===== config.mk =====
export PLATFORM = sky130hd
export DESIGN_NAME = pow2_tap_timer
export DESIGN_NICKNAME = d
export VERILOG_FILES = /design/src/rtl/tap_timer_pkg.sv /design/src/rtl/tap_src_mux.sv /design/src/rtl/tap_counter.sv /design/src/rtl/lc_divider.sv /design/src/rtl/pow2_tap_timer.sv
export SDC_FILE = /design/constraint.sdc
export NUM_CORES = 1
export LEC_CHECK = 0
export BUFFER_PORTS_ARGS = -buffer_cell sky130_fd_sc_hd__buf_2
export CAP_MARGIN = 5
export CORE_ASPECT_RATIO = 1.25
export CORE_UTILIZATION = 35
export DETAILED_ROUTE_END_ITERATION = 16
export GPL_TIMING_DRIVEN = 1
export HOLD_SLACK_MARGIN = 0.02
export PLACE_DENSITY_LB_ADDON = 0.08
export SYNTH_ARGS = -nofsm -noshare
export SYNTH_HDL_FRONTEND = slang
export SYNTH_SLANG_ARGS = --single-unit
export TNS_END_PERCENT = 100

===== constraint.sdc =====
create_clock -name clk -period 2.55 [get_ports clk]
set_input_delay 0.3825 -clock clk [delete_from_list [all_inputs] [get_ports clk]]
set_output_delay 0.3825 -clock clk [all_outputs]
set_load 0.05 [all_outputs]

===== src/rtl/tap_timer_pkg.sv =====
package tap_timer_pkg;
    typedef enum logic [1:0] {
        ST_LOAD = 2'd0,
        ST_RUN  = 2'd1,
        ST_PEND = 2'd2
    } tap_state_e;
endpackage


===== src/rtl/tap_src_mux.sv =====
module tap_src_mux #(
    parameter int NUM_SRC = 4,
    parameter int SEL_W   = $clog2(NUM_SRC)
) (
    input  logic [NUM_SRC-1:0] src_en,
    input  logic [SEL_W-1:0]   sel,
    output logic               tick
);
    always_comb begin
        tick = 1'b0;
        for (int i = 0; i < NUM_SRC; i++) begin
            if (sel == SEL_W'(i)) tick = src_en[i];
        end
    end
endmodule


===== src/rtl/tap_counter.sv =====
module tap_counter
    import tap_timer_pkg::*;
#(
    parameter int CNT_W     = 16,
    parameter int TAP_BASE  = 9,
    parameter int TAP_SEL_W = 3
) (
    input  logic                 clk,
    input  logic                 rst_n,
    input  logic                 tick,
    input  logic [TAP_SEL_W-1:0] tap_sel,
    output logic                 irq,
    output logic                 udf,
    output logic [CNT_W-1:0]     count_o,
    output logic [TAP_SEL_W-1:0] active_tap_o,
    output tap_state_e           state_o
);
    localparam int NUM_TAPS = 1 << TAP_SEL_W;

    tap_state_e           state_q, state_d;
    logic [CNT_W-1:0]     count_q, count_d;
    logic [TAP_SEL_W-1:0] active_q, active_d;
    logic [NUM_TAPS-1:0]  tap_full;
    logic                 event_now, wrap_now, differs;

    // Low field of each tap is all ones: the next tick rolls it to zero
    for (genvar k = 0; k < NUM_TAPS; k++) begin : g_tap
        assign tap_full[k] = &count_q[TAP_BASE+k-1:0];
    end

    assign event_now = tick & tap_full[active_q];
    assign wrap_now  = tick & (&count_q);
    assign differs   = (tap_sel != active_q);

    // Next-state logic
    always_comb begin
        state_d = state_q;
        unique case (state_q)
            ST_LOAD: state_d = ST_RUN;
            ST_RUN:  if (differs) state_d = ST_PEND;
            ST_PEND: if (!differs || event_now) state_d = ST_RUN;
            default: state_d = ST_LOAD;
        endcase
    end

    // Data-path outputs of the machine
    always_comb begin
        count_d  = count_q + CNT_W'(tick);
        active_d = active_q;
        unique case (state_q)
            ST_LOAD: active_d = tap_sel;
            ST_PEND: begin
                if (differs && event_now) begin
                    active_d = tap_sel;
                    count_d  = '0;
                end
            end
            default: ;
        endcase
    end

    always_ff @(posedge clk or negedge rst_n) begin
        if (!rst_n) state_q <= ST_LOAD;
        else        state_q <= state_d;
    end

    always_ff @(posedge clk or negedge rst_n) begin
        if (!rst_n) begin
            count_q  <= '0;
            active_q <= '0;
            irq      <= 1'b0;
            udf      <= 1'b0;
        end else begin
            count_q  <= count_d;
            active_q <= active_d;
            irq      <= event_now;
            udf      <= wrap_now;
        end
    end

    assign count_o      = count_q;
    assign active_tap_o = active_q;
    assign state_o      = state_q;
endmodule


===== src/rtl/lc_divider.sv =====
module lc_divider #(
    parameter int LC_W = 4
) (
    input  logic            clk,
    input  logic            rst_n,
    input  logic            src_sys,
    input  logic            tap_bit,
    input  logic [LC_W-1:0] reload,
    output logic            lcd_clk
);
    logic            bit_q, lc_tick;
    logic [LC_W-1:0] cnt_q;

    assign lc_tick = src_sys | (tap_bit & ~bit_q);

    always_ff @(posedge clk or negedge rst_n) begin
        if (!rst_n) begin
            bit_q   <= 1'b0;
            cnt_q   <= '0;
            lcd_clk <= 1'b0;
        end else begin
            bit_q <= tap_bit;
            if (lc_tick) begin
                if (cnt_q == '0) begin
                    cnt_q   <= reload;
                    lcd_clk <= ~lcd_clk;
                end else begin
                    cnt_q <= cnt_q - 1'b1;
                end
            end
        end
    end
endmodule


===== src/rtl/pow2_tap_timer.sv =====
module pow2_tap_timer
    import tap_timer_pkg::*;
#(
    parameter int NUM_SRC   = 4,
    parameter int TAP_SEL_W = 3,
    parameter int TAP_BASE  = 9,
    parameter int LC_W      = 4,
    parameter int LC_BIT    = 4,
    localparam int SRC_W    = $clog2(NUM_SRC),
    localparam int CNT_W    = TAP_BASE + (1 << TAP_SEL_W) - 1
) (
    input  logic                 clk,
    input  logic                 rst_n,
    input  logic [NUM_SRC-1:0]   src_en_i,
    input  logic [SRC_W-1:0]     src_sel_i,
    input  logic [TAP_SEL_W-1:0] tap_sel_i,
    input  logic [LC_W-1:0]      lc_reload_i,
    input  logic                 lc_src_sel_i,
    output logic                 irq_o,
    output logic                 udf_o,
    output logic                 lcd_clk_o
);
    logic                 tick;
    logic [CNT_W-1:0]     count;
    logic [TAP_SEL_W-1:0] active_tap;
    tap_state_e           state;

    tap_src_mux #(.NUM_SRC(NUM_SRC), .SEL_W(SRC_W)) u_mux (
        .src_en (src_en_i),
        .sel    (src_sel_i),
        .tick   (tick)
    );

    tap_counter #(.CNT_W(CNT_W), .TAP_BASE(TAP_BASE), .TAP_SEL_W(TAP_SEL_W)) u_cnt (
        .clk          (clk),
        .rst_n        (rst_n),
        .tick         (tick),
        .tap_sel      (tap_sel_i),
        .irq          (irq_o),
        .udf          (udf_o),
        .count_o      (count),
        .active_tap_o (active_tap),
        .state_o      (state)
    );

    lc_divider #(.LC_W(LC_W)) u_lc (
        .clk     (clk),
        .rst_n   (rst_n),
        .src_sys (lc_src_sel_i),
        .tap_bit (count[LC_BIT]),
        .reload  (lc_reload_i),
        .lcd_clk (lcd_clk_o)
    );
endmodule


-- After elaboration in Yosys (flattened, before gate mapping)
Index checks and enable logic that the tools add are counted.
- memory bits (read-only): 0
- bits of input ports: 16
- bits in registers: 29
- latch bits: 0
- RAM bits: 0
- word-level logic and storage cells: 58
- memories kept: 0
- shift operators: 0
- div/mod/pow operators: 0
- eq/ne operators: 9
- reduce and logical (&&, ||, !) cells: 18
- multiply operators: 0
- multiplexer cells: 14
- $lt $le $gt $ge: 1
- add/subtract/negate cells: 2
- bitwise operators: 6
- operator list (kind ; count):
    2-to-1 mux 16 bit ; 2
    adder 16 x 1 -> 16 bit ; 1
    AND reduction 16 bit ; 1
    AND reduction 15 bit ; 1
    AND reduction 14 bit ; 1
    AND reduction 13 bit ; 1
    AND reduction 12 bit ; 1
    AND reduction 11 bit ; 1
    AND reduction 10 bit ; 1
    AND reduction 9 bit ; 1
    equality test 2 bit (second input constant) ; 3
    inequality test 2 x 1 -> 1 bit (second input constant) ; 3
    case mux 2 bit (3 select lines) ; 1
    case mux 3 bit (2 select lines) ; 1
    AND reduction 2 bit ; 3
    2-to-1 mux 1 bit ; 5
    equality test 2 x 1 -> 1 bit (second input constant) ; 2
    zero test 2 bit ; 2
    zero test 4 bit ; 1
    < comparator 3 x 4 -> 1 bit (second input constant) ; 1
    2-to-1 mux 2 bit ; 2
    2-to-1 mux 4 bit ; 1
    subtractor 4 x 1 -> 4 bit (second input constant) ; 1
    AND 1 bit ; 3
    9 further kinds ; 10

-- Longest topological paths before layout
Gate-level depths: netlist of the first run.
- word-level depth: 9
- mapped depth: 8

-- By module
From an unflattened synthesis of the first run, not the netlist that was laid out.
- cell total of the unflattened synthesis: 154
- area total of the unflattened synthesis: 1612.8 µm²
- by module, submodules not included (module ; area each (µm²) ; instances ; cells each ; sequential area each (µm²)):
    tap_counter ; 1258.7 ; 1 ; 124 ; 575.6
    lc_divider ; 331.6 ; 1 ; 29 ; 150.1
    tap_src_mux ; 22.5 ; 1 ; 1 ; 0.0

-- Least setup slack after synthesis of the first run
OpenSTA, ideal clock, no wires.
- path kind: input-to-reg
- start point: in src_sel_i[0]
- end point: reg u_cnt.count_q[14] (netlist: u_cnt.count_o[14])
- cell stages on the path: 8
- path buffers: 0
- setup slack: 0.608 ns
- arrival time: 1.821 ns
- data required time: 2.429 ns
- cell sequence: mux4_2 > ha_1 > ha_1 > nand3_1 > or2_2 > nor2_1 > xnor2_1 > nor2_2
- word-level cells in the longest chain between the ends: 9
- elaborated cells on any way between the ends: 13
- classes of those cells: add/sub (1); eq/ne (3); mux (6); bitwise (1); reduce/logical (2)
- ends and longest elaborated chain (item ; RTL line ; source):
    from (decl) ; pow2_tap_timer.sv:15 ; input logic [SRC_W-1:0] src_sel_i,
    zero test 2 bit ; tap_src_mux.sv:12 ; if (sel == SEL_W'(i)) tick = src_en[i];
    2-to-1 mux 1 bit (3 in series) ; tap_src_mux.sv:12 ;
    2-to-1 mux 1 bit * ; tap_src_mux.sv:12 ;
    branches (longest 3 deep; another with adder 16 x 1 -> 16 bit) ; n/a ;
    2-to-1 mux 16 bit * ; tap_counter.sv:50 ; unique case (state_q)
    named net u_cnt.count_d[14] ; tap_counter.sv:21 ; logic [CNT_W-1:0] count_q, count_d;
    to (signal assigned) ; tap_counter.sv:74 ; count_q <= count_d;
    to (decl) ; tap_counter.sv:21 ;
Mark *: on every way through the listed nets, which the timed path passes.
A chain may end at the register's enable or synchronous reset.

-- Worst setup path after layout of the first run
- start point: reg u_cnt.count_q[4] (netlist: u_cnt.count_o[4])
- end point: reg u_cnt.count_q[0] (netlist: u_cnt.count_o[0])
- word-level cells in the longest chain between the ends: 7
- elaborated cells on any way between the ends: 14
- classes of those cells: mux (4); bitwise (1); reduce/logical (9)
- ends and longest elaborated chain (item ; RTL line ; source):
    AND reduction 16 bit, or another cell as far along ; tap_counter.sv:28 ; assign tap_full[k] = &count_q[TAP_BASE+k-1:0];
    binary-select mux 1 bit (select 3 bit) * ; tap_counter.sv:31 ; assign event_now = tick & tap_full[active_q];
    2-to-1 mux 1 bit (implied by the code) * ; tap_counter.sv:31 ;
    AND 1 bit * ; tap_counter.sv:31 ;
    named net u_cnt.event_now ; tap_counter.sv:24 ; logic event_now, wrap_now, differs;
    logical AND 1 bit * ; tap_counter.sv:53 ; if (differs && event_now) begin
    2-to-1 mux 16 bit * ; tap_counter.sv:53 ;
    2-to-1 mux 16 bit * ; tap_counter.sv:50 ;
    named net u_cnt.count_d[0] ; tap_counter.sv:21 ;
Mark *: on every way through the listed nets, which the timed path passes. The rest lies on a longest branch. The select of a mux whose other input is x is not followed.

==> results of run 1 <==
==> worst max-delay path: stages (launching register included) <==
cell and delay, ns:
dfrtp_1 0.49, nand4_1 0.26, nor2_1 0.16, nand2_1 0.13, a31oi_4 0.27, nor3b_4 0.22, buf_4 0.27, nor2b_1 0.08
==> per-layer routing <==
metal	GRT usage, %	wire (µm)	vias to the layer above
met3	4.24	99	2
met4	5.23	19	0
li1	-	-	553
met2	24.8	1590	23
met5	0	0	-
met1	16.0	1270	545
==> sequential cells by signal (all words and copies together) (netlist names) <==
name                flops
u_lc.lcd_clk            1
u_lc.bit_q              1
u_cnt.state_o           2
u_cnt.count_o          16
u_cnt.active_tap_o      3
u_cnt.irq               1
u_lc.cnt_q              4
u_cnt.udf               1
==> cell usage after synthesis (all sizes together) (2+ instances only) <==
cell type	instances	share of area (%)
dfrtp	29	47
nor2	27	8.7
nand2	10	2.8
xnor2	10	5.7
nand3	8	2.6
nand4	8	3.3
xor2	8	4.6
inv	6	1.5
o21ai	5	1.6
a21oi	4	1.3
mux2	4	2.9
nor2b	4	1.6
ha	3	2.4
nor3	3	0.98
a31oi	2	2.2
buf	2	1.5
nand2b	2	0.81
o41ai	2	1.1
==> power groups by stage <==
stage / combinational [mW] / clock [mW] / sequential (mW)
4_1_cts: 0.497 / 0.508 / 0.785
5_1_grt: 0.561 / 0.522 / 0.813
6_report: 0.491 / 0.493 / 0.786
2_1_floorplan: 0.392 / 0 / 0.767
3_3_place_gp: 0.473 / 0 / 0.782
3_5_place_dp: 0.493 / 0 / 0.794
==> layout make-up <==
| class | count | area (µm²) | share of cell area [%] |
|---|---|---|---|
| multi-input combinational | 110 | 767 | 42.6 |
| sequential | 29 | 726 | 40.3 |
| timing repair buffer | 19 | 97.6 | 5.42 |
| clock buffer | 7 | 86.3 | 4.80 |
| tap | 56 | 70.1 | 3.89 |
| clock inverter | 1 | 30.0 | 1.67 |
| inverter | 6 | 22.5 | 1.25 |
==> logic make-up after synthesis <==
kind of cell	after synthesis	synth area share, %
fa+ha+maj	3	2.44
xor+xnor	18	10.3
simple gates	66	23.9
flops	29	47.2
compound gates	18	8.87
mux	5	4.39
buf+inv	8	2.93
==> worst paths after layout <==
path                             startpoint                    end  slack, ns
max in group asynchronous             rst_n       u_cnt.state_o[1]       2.00
min in group clk               tap_sel_i[2]  u_cnt.active_tap_o[2]       0.37
hold / removal                        rst_n             u_lc.bit_q       0.13
hold reg to reg                u_lc.lcd_clk           u_lc.lcd_clk       0.47
setup reg to reg           u_cnt.count_o[4]       u_cnt.count_o[0]       0.54
setup / recovery           u_cnt.count_o[4]       u_cnt.count_o[0]       0.54
==> layout by cell type, fill, tap and decap left out, types with 2 or more instances in the layout <==
master	n
o21ai_1	2
nor2_2	10
o41ai_1	2
clkbuf_8	6
nand4_1	8
nor2b_1	4
inv_1	6
nand3_1	8
nor2_1	16
nor3_1	3
o21ai_0	3
nand2_2	2
ha_1	3
mux2_2	4
buf_2	18
dfrtp_1	29
a21oi_1	4
nand2b_1	2
xnor2_1	10
xor2_1	8
nand2_1	8
==> through the flow <==
stage	worst slack [ns]	hold slack [ns]	area [µm²]
finish	0.541	0.130	1800
global route	0.350	0.183	1800
CTS	0.507	0.154	1800
detailed placement	0.346	0.454	1680
global placement	0.421	0.449	1680
floorplan	0.608	0.0869	1540
==> flow_summary.yaml, run 1 <==
finish:
  fin_cells: 228
  areaGrowthSynthToFinish_pct: 17.0
  diodes: 0
  postLayoutCoreUtil_pct: 43.2
  nNetsFinal: 190
  fillers: 457
  drive_gt1_share_pct: 28.5
placement:
  hpwlAfterDp_um: 2130
  io_buffers: 18
  dp.cells: 220
  gp_congestion: 0.705
global_route:
  grt_usage_pct: 14.4
  grt_overflow: 0
  antenna_found_initial: 0
  grt_max_degree: 30
  grt_pass1_vias: 1128
  grt_first_pass_wirelength_um: 4930
yosys:
  synth_top_flop_cell: "dfrtp_1"
  yosysSeqAreaShare_pct: 47.2
  synth_edf_count: 0
  synth_nets: 166
  synth_area_per_cell_um2: 10.5
  netlist-cell-type-count: 34
  syn_inst: 147
  ys_ff_latch: 29
  yosys_warnings: 0
  syn_area_mm2: 0.00154
  synth-async-reset-ratio_pct: 100
sta:
  fmax_mhz: 498
  skew_ns: 0.00421
  final_max_slew_viol_count: 0
  timing.setup.tns_ns: 0
  hold_violations: 0
  rsz0062_at_grt: "no"
  max_slew_margin_pct: 56.7
  setup_viol: 0
  fin_crit_ns: 2.01
  tightest_slew_ns: 0.649
  post-route-period-util_pct: 78.8
power:
  power.share.clock_pct: 27.8
  p_int_mw: 1.16
  power_frac_comb_pct: 27.7
  max-vdd-ir-drop_mv: 0.516
  p_switching_uw: 609
  p_sw_share_pct: 34.4
  p_per_area_mw_per_mm2: 984
  cellLeakagePower_nw: 0.766
  seq_power_share_pct: 44.4
  power_mw: 1.77
route:
  vias: 1123
  wl_um: 2970
  first_pass_iters: 4
  vias_per_cell: 4.93
  drc_errors: 0
  drt_iter0_drc: 46
  antenna_left: 0
  drt-wirelength-per-cell_um: 13.0
floorplan:
  core_area_mm2: 0.00416
  rows: 26
  start_util_pct: 36.9
  ios: 19
  die_y_um: 76.1
  die_area_mm2: 0.00466
  die_w_um: 61.3
clock_network:
  hold_buffers: 0
  path_clk_slew_ns: 0.06
  post_cts_resized: 0
  worst_skew_pair.late_latency_ns: 0.27
  post_cts_buffers: 0
  clockBufferDepth: 2
  cts_max_level: 2
  cts_tree: "built"
  cts_made_buffers: 5
  cts_root_buf: "clkbuf_8"
  numClockSinks: 29
worst_setup_path:
  crit_path_end_kind: "flip-flop"
  worstRegToRegCells: 7
  crit_arrival_ns: 2.16
  crit_type: "flip-flop to flip-flop"
  worstSetupStartpointType: "flip-flop"
  worst-path-max-fanout: 16
  required_ns: 2.70
outcome:
  status: "finished clean"
min_path:
  hp-class: "primary input to async pin"
job:
  cap_violations: 0
(Power assumes the default switching activity.)
==> run 2: changes to the inputs <==
--- a/config.mk
+++ b/config.mk
@@ -5,6 +5,7 @@
 export SDC_FILE = /design/constraint.sdc
 export NUM_CORES = 1
 export LEC_CHECK = 0
+export ABC_AREA = 1
 export BUFFER_PORTS_ARGS = -buffer_cell sky130_fd_sc_hd__buf_2
 export CAP_MARGIN = 5
 export CORE_ASPECT_RATIO = 1.25
==> constraint.sdc (replaced) <==
create_clock -name clk -period 1.6 [get_ports clk]
set_input_delay 0.24 -clock clk [delete_from_list [all_inputs] [get_ports clk]]
set_output_delay 0.24 -clock clk [all_outputs]
set_load 0.05 [all_outputs]
==> run 2 against run 1 <==
  * The flow now finishes with violations (hold timing)
  * Flip-flop and latch count unchanged
  * Maximum frequency up 34%
  * Via count up 22%
  * Largest cell class unchanged
  * Clock-buffer cell count down 1
  * Clock power up 16%
  * Critical path type unchanged
  * Wire length up 7.7%
  * Non-clock buffer count up 14
  * Synthesized cell count up 48%
  * Combinational power up 140%
  * Clock skew down 0.0017 ns
  * Cell area up 16%
  * Sequential power up 55%
==> flow_summary.yaml, run 2 <==
outcome:
  status: "finished, violations left"
  failed_checks: "hold timing"
finish:
  areaGrowthSynthToFinish_pct: 28.6
  postLayoutCoreUtil_pct: 47.0
  final_common_cell: "nand2_1"
  largest_reg_flops: 16
  fin_cells: 315
  drive_gt1_share_pct: 24.1
  diodes: 0
  fillers: 443
  nNetsFinal: 275
  final_cell_mix: "62 x nand2_1, 49 x inv_1, 28 x dfrtp_1"
route:
  wl_um: 3200
  vias: 1374
  first_pass_iters: 4
  drt_iter0_drc: 60
  drt-wirelength-per-cell_um: 10.2
  drc_errors: 0
  antenna_left: 0
  vias_per_cell: 4.36
yosys:
  ys_top_cells_by_area: "dfrtp_1 45%, nand2_1 16%, inv_1 11%, xor2_1 4.3%, nand3_1 4.0%"
  synth_area_per_cell_um2: 7.42
  synth_edf_count: 0
  synth_top_flop_cell: "dfrtp_1"
  synth_top_area_share_pct: 44.9
  ys_ff_latch: 29
  yosys_warnings: 0
  synth_common_cells: "67 x nand2_1, 49 x inv_1, 29 x dfrtp_1"
  synth_nets: 237
  synth-async-reset-ratio_pct: 100
  yosysSeqAreaShare_pct: 44.9
  netlist-cell-type-count: 25
  syn_area_mm2: 0.00162
  yosysMostFrequentCell: "nand2_1"
  synth_largest_area_cell: "dfrtp_1"
  syn_inst: 218
worst_setup_path:
  crit_type: "flip-flop to flip-flop"
  max_stage_delay_ns: 0.39
  critPathBufInv: 2
  crit_path_top_delay_cell: "dfrtp_1"
  worst-path-max-fanout: 7
  crit_arrival_ns: 1.67
  required_ns: 1.77
  worstSetupStartpointType: "flip-flop"
  cp_cell_sequence: "nand2_2 > nor2_4 > and2_1 > nand2_2 > nor2_4 > nand3_4 > buf_12 > o21ai_0 > inv_1"
  rrSetupSlack_ns: 0.1
  crit_path_end_kind: "flip-flop"
  cp_top_family: "simple AND/OR/NAND/NOR gates"
sta:
  whs_ns: -0.00480
  tightest_slew_ns: 0.678
  rsz0062_at_grt: "yes"
  hold_violations: 9
  skew_ns: 0.00247
  setup_viol: 0
  post-route-period-util_pct: 93.9
  final_max_slew_viol_count: 0
  fin_ws_ns: 0.0972
  fin_crit_ns: 1.50
  timing.setup.tns_ns: 0
  max_slew_margin_pct: 54.8
  fmax_mhz: 665
floorplan:
  ios: 19
  die_y_um: 78.0
  core_area_mm2: 0.00443
  die_w_um: 62.8
  rows: 27
  die_area_mm2: 0.00490
  start_util_pct: 36.6
placement:
  dp.cells: 302
  gp_congestion: 0.728
  io_buffers: 18
  hpwlAfterDp_um: 2260
  place_ws_ns: -0.242
power:
  max-vdd-ir-drop_mv: 0.733
  p_per_area_mw_per_mm2: 1430
  cellLeakagePower_nw: 1.17
clock_network:
  hold_buffers: 0
  cts_root_buf: "clkbuf_8"
  cts_made_buffers: 5
  numClockSinks: 29
  cts_max_level: 2
  worst_skew_pair.late_latency_ns: 0.28
  clockBufferDepth: 2
  cts_tree: "built"
  path_clk_slew_ns: 0.06
global_route:
  grt_usage_pct: 14.8
  antenna_found_initial: 0
  grt_first_pass_wirelength_um: 5600
  grt_max_degree: 30
  grt_overflow: 0
  grt_pass1_vias: 1307
min_path:
  hp-class: "primary input to async pin"
job:
  cap_violations: 0
-- run 2: cell count changes in the layout (fill, tap and decap cells not counted), sizes merged, moves of 3 or more --
cell / change
buf: +13
inv: +43
mux2: -4
nand2: +58
nand3: +6
nand4: -7
nor2: -11
nor2b: -4
nor3: +3
o211ai: +3
xnor2: -7
-- run 2: path summary, 6_finish.rpt --
check / startpoint / to / depth (start not counted)
worst max-delay path: u_cnt.count_o[4] / u_cnt.count_o[15] / 9
worst min-delay path: rst_n / u_cnt.count_o[3] / 1
worst max register to register: u_cnt.count_o[4] / u_cnt.count_o[15] / 9
worst min register to register: u_cnt.count_o[4] / u_lc.bit_q / 0
max in group asynchronous: rst_n / u_cnt.active_tap_o[0] / 1
min in group clk: tap_sel_i[0] / u_cnt.active_tap_o[0] / 3
-- run 2: final cells by class --
class                   count  area [µm²]  share of cell area [%]
clock buffers               6        72.6                    3.49
clock inverters             2        10.0                   0.481
inverters                  49         184                    8.84
multi-input cells         138         778                    37.4
flip-flops and latches     29         727                    34.9
well taps                  58        72.6                    3.49
repair buffers             33         236                    11.4
-- run 2: repair_timing --
| item | in CTS | in global routing |
|---|---|---|
| buffers inserted | 0 | 4 |
| endpoints found under the setup margin | 1 | 21 |
| resized for setup | 1 | 25 |
| pin swaps | 0 | 5 |
| cloned | 0 | 1 |
-- run 2: cell families after synthesis --
family | share of synthesized area, %
fa+ha+maj | 2.32
compound gates | 5.41
buf+inv | 12.4
flops | 44.9
simple gates | 29.1
xor+xnor | 5.96
-- run 2: worst reg2reg max path: stages, from the launching register on --
cell and delay (ns):
dfrtp_1 0.39, nand2_2 0.10, nor2_4 0.12, and2_1 0.16
nand2_2 0.08, nor2_4 0.14, nand3_4 0.12, buf_12 0.16
o21ai_0 0.07, inv_1 0.05
-- run 2: metrics by stage --
stage | hold WS, ns | power (mW) | cell area (µm²)
floorplan | -0.0556 | 1.98 | 1620
global placement | 0.326 | 2.28 | 1850
detailed placement | 0.319 | 2.27 | 1850
CTS | 0.0206 | 2.86 | 1940
global route | 0.0516 | 3.30 | 2080
finish | -0.00480 | 2.98 | 2080
-- run 2: power by group --
group / internal [mW] / leakage, nW / switching (mW) / total (mW)
combinational: 0.498 / 0.789 / 0.689 / 1.19
clock: 0.300 / 0.0450 / 0.274 / 0.574
sequential: 0.990 / 0.341 / 0.234 / 1.22
-- run 2: layer usage --
layer  vias up  wire length [µm]  GRT usage [%]  share of wire (%)
met1       623              1520           17.5                 47
li1        732                 -              -                  -
met2        13              1550           25.0                 48
met3         6                79           4.36                2.5
met5         -                 0              0                  0
met4         0                62           6.28                1.9
==> run 3: changes to the inputs <==
--- a/config.mk
+++ b/config.mk
@@ -6,11 +6,11 @@
 export NUM_CORES = 1
 export LEC_CHECK = 0
 export ABC_AREA = 1
-export BUFFER_PORTS_ARGS = -buffer_cell sky130_fd_sc_hd__buf_2
 export CAP_MARGIN = 5
 export CORE_ASPECT_RATIO = 1.25
 export CORE_UTILIZATION = 35
 export DETAILED_ROUTE_END_ITERATION = 16
+export DONT_BUFFER_PORTS = 1
 export GPL_TIMING_DRIVEN = 1
 export HOLD_SLACK_MARGIN = 0.02
 export PLACE_DENSITY_LB_ADDON = 0.08
==> run 3 against run 2 <==
  * The run now ends clean
  * Core utilization is 2.5 points lower
  * Wire length is 5.2% higher
  * Sequential share of layout area is 1.9 points higher
  * Power is 0.67% lower
  * Clock power is 3.8% higher
  * Clock-buffer cell count is 1 higher
  * Via count is 2.1% lower
  * Sequential power is 4% higher
  * Hold slack better by 0.078 ns
  * Die area stayed put
  * Critical path type unchanged
  * Critical endpoint is now u_cnt.count_o[10]
==> flow_summary.yaml, run 3 (synthesis gave the netlist of run 2 again) <==
min_path:
  hold_depth: 2
  worstHoldEndpoint: "u_cnt.active_tap_o[2]"
  hp-class: "primary input to flip-flop"
  hp-start: "tap_sel_i[2]"
outcome:
  status: "finished clean"
floorplan:
  die_w_um: 62.8
  start_util_pct: 36.6
  rows: 27
  die_area_mm2: 0.00490
  ios: 19
  core_area_mm2: 0.00443
  die_y_um: 78.0
route:
  drt_iter0_drc: 34
  wl_um: 3370
  first_pass_iters: 4
  vias_per_cell: 4.57
  antenna_left: 0
  vias: 1345
  drc_errors: 0
  drt-wirelength-per-cell_um: 11.5
sta:
  skew_ns: 0.00589
  max_slew_margin_pct: 67.1
  fin_ws_ns: 0.0496
  timing.setup.tns_ns: 0
  final_max_slew_viol_count: 0
  rsz0062_at_grt: "yes"
  fin_crit_ns: 1.55
  post-route-period-util_pct: 96.9
  fmax_mhz: 645
  whs_ns: 0.0730
  hold_violations: 0
  setup_viol: 0
  tightest_slew_ns: 0.494
finish:
  areaGrowthSynthToFinish_pct: 21.9
  diodes: 0
  fillers: 461
  final_common_cell: "nand2_1"
  final_cell_mix: "63 x nand2_1, 49 x inv_1, 29 x dfrtp_1"
  largest_reg_flops: 16
  drive_gt1_share_pct: 16.5
  nNetsFinal: 255
global_route:
  grt_pass1_vias: 1347
  grt_usage_pct: 15.3
  grt_use_met3_pct: 3.92
  busiest_layer: "met2"
  grt_max_degree: 30
  grt_overflow: 0
  grt_first_pass_wirelength_um: 5830
  antenna_found_initial: 0
  met2_usage_pct: 26.2
  use_met1_pct: 17.8
job:
  cap_violations: 0
worst_setup_path:
  required_ns: 1.82
  crit_path_end_kind: "flip-flop"
  crit_start: "u_cnt.count_o[0]"
  worstRegToRegCells: 9
  crit_arrival_ns: 1.77
  worstSetupStartpointType: "flip-flop"
  crit_type: "flip-flop to flip-flop"
  worst-path-max-fanout: 3
  reg2reg_from: "u_cnt.count_o[0]"
  r2r_end: "u_cnt.count_o[10]"
  rrSetupSlack_ns: 0.05
clock_network:
  clockBufferDepth: 2
  numClockSinks: 29
  cts_tree: "built"
  cts_max_level: 2
  cts_made_buffers: 5
  cts_root_buf: "clkbuf_8"
  worst_skew_pair.late_latency_ns: 0.27
  path_clk_slew_ns: 0.06
power:
  max-vdd-ir-drop_mv: 0.608
  cellLeakagePower_nw: 1.08
  p_per_area_mw_per_mm2: 1500
placement:
  gp_congestion: 0.810
  io_buffers: 0
  hpwlAfterDp_um: 2380
  place_ws_ns: -0.138
## run 3: cell types whose count changed in the layout (fill, tap and decap cells not counted), sizes merged
cell         previous run  this run
buf                    32        12
dlygate4sd3             0         1
clkinv                  2         0
## run 3: worst max path at each step
stage / endpoint / depth (start not counted)
floorplan: u_cnt.count_o[14] / 14
global placement: u_cnt.count_o[13] / 13
detailed placement: u_cnt.count_o[13] / 13
CTS: u_cnt.count_o[10] / 9
global route: u_cnt.count_o[10] / 9
finish: u_cnt.count_o[10] / 9
## run 3: cell type report
type	count	area, µm²	area share, %
timing repair buffer	13	125	6.35
inverter	49	184	9.33
tap	58	72.6	3.68
multi-input combinational	138	778	39.5
clock buffer	7	86.3	4.38
sequential	29	726	36.8
## run 3: metrics by stage
stage          utilization (%)  area [µm²]  power, mW  instances
2_1_floorplan                -        1620       1.98        218
3_3_place_gp              39.5        1750       2.18        282
3_5_place_dp              39.5        1750       2.24        282
4_1_cts                   42.2        1870       2.87        291
5_1_grt                   44.6        1970       3.24        294
6_report                  44.6        1970       2.96        294
## run 3: repair_timing
action | CTS | global route
gates resized for setup | 1 | 22
hold endpoints to repair | 29 | 0
setup buffers | 0 | 3
hold buffers | 2 | 0
endpoints found under the setup margin | 3 | 17
pin swaps | 0 | 7
## run 3: routing by layer
metal / share of wire [%] / up-vias
li1: - / 692
met1: 44 / 631
met2: 51 / 15
met3: 3.1 / 7
met4: 1.8 / 0
met5: 0 / -
## run 3: critical path, cell delays in order (launching register included)
cell,delay [ns]
dfrtp_1,0.36
ha_2,0.19
ha_2,0.18
nand2_2,0.07
nor2_4,0.14
nand2_4,0.08
nor3_4,0.19
xor2_1,0.18
nand2_1,0.07
inv_1,0.05
## run 3: power by group
part           total [mW]  switching, mW  leakage [nW]  internal (mW)
logic                1.10          0.636         0.692          0.463
clock network       0.596          0.256        0.0443          0.340
registers            1.27          0.283         0.342          0.986
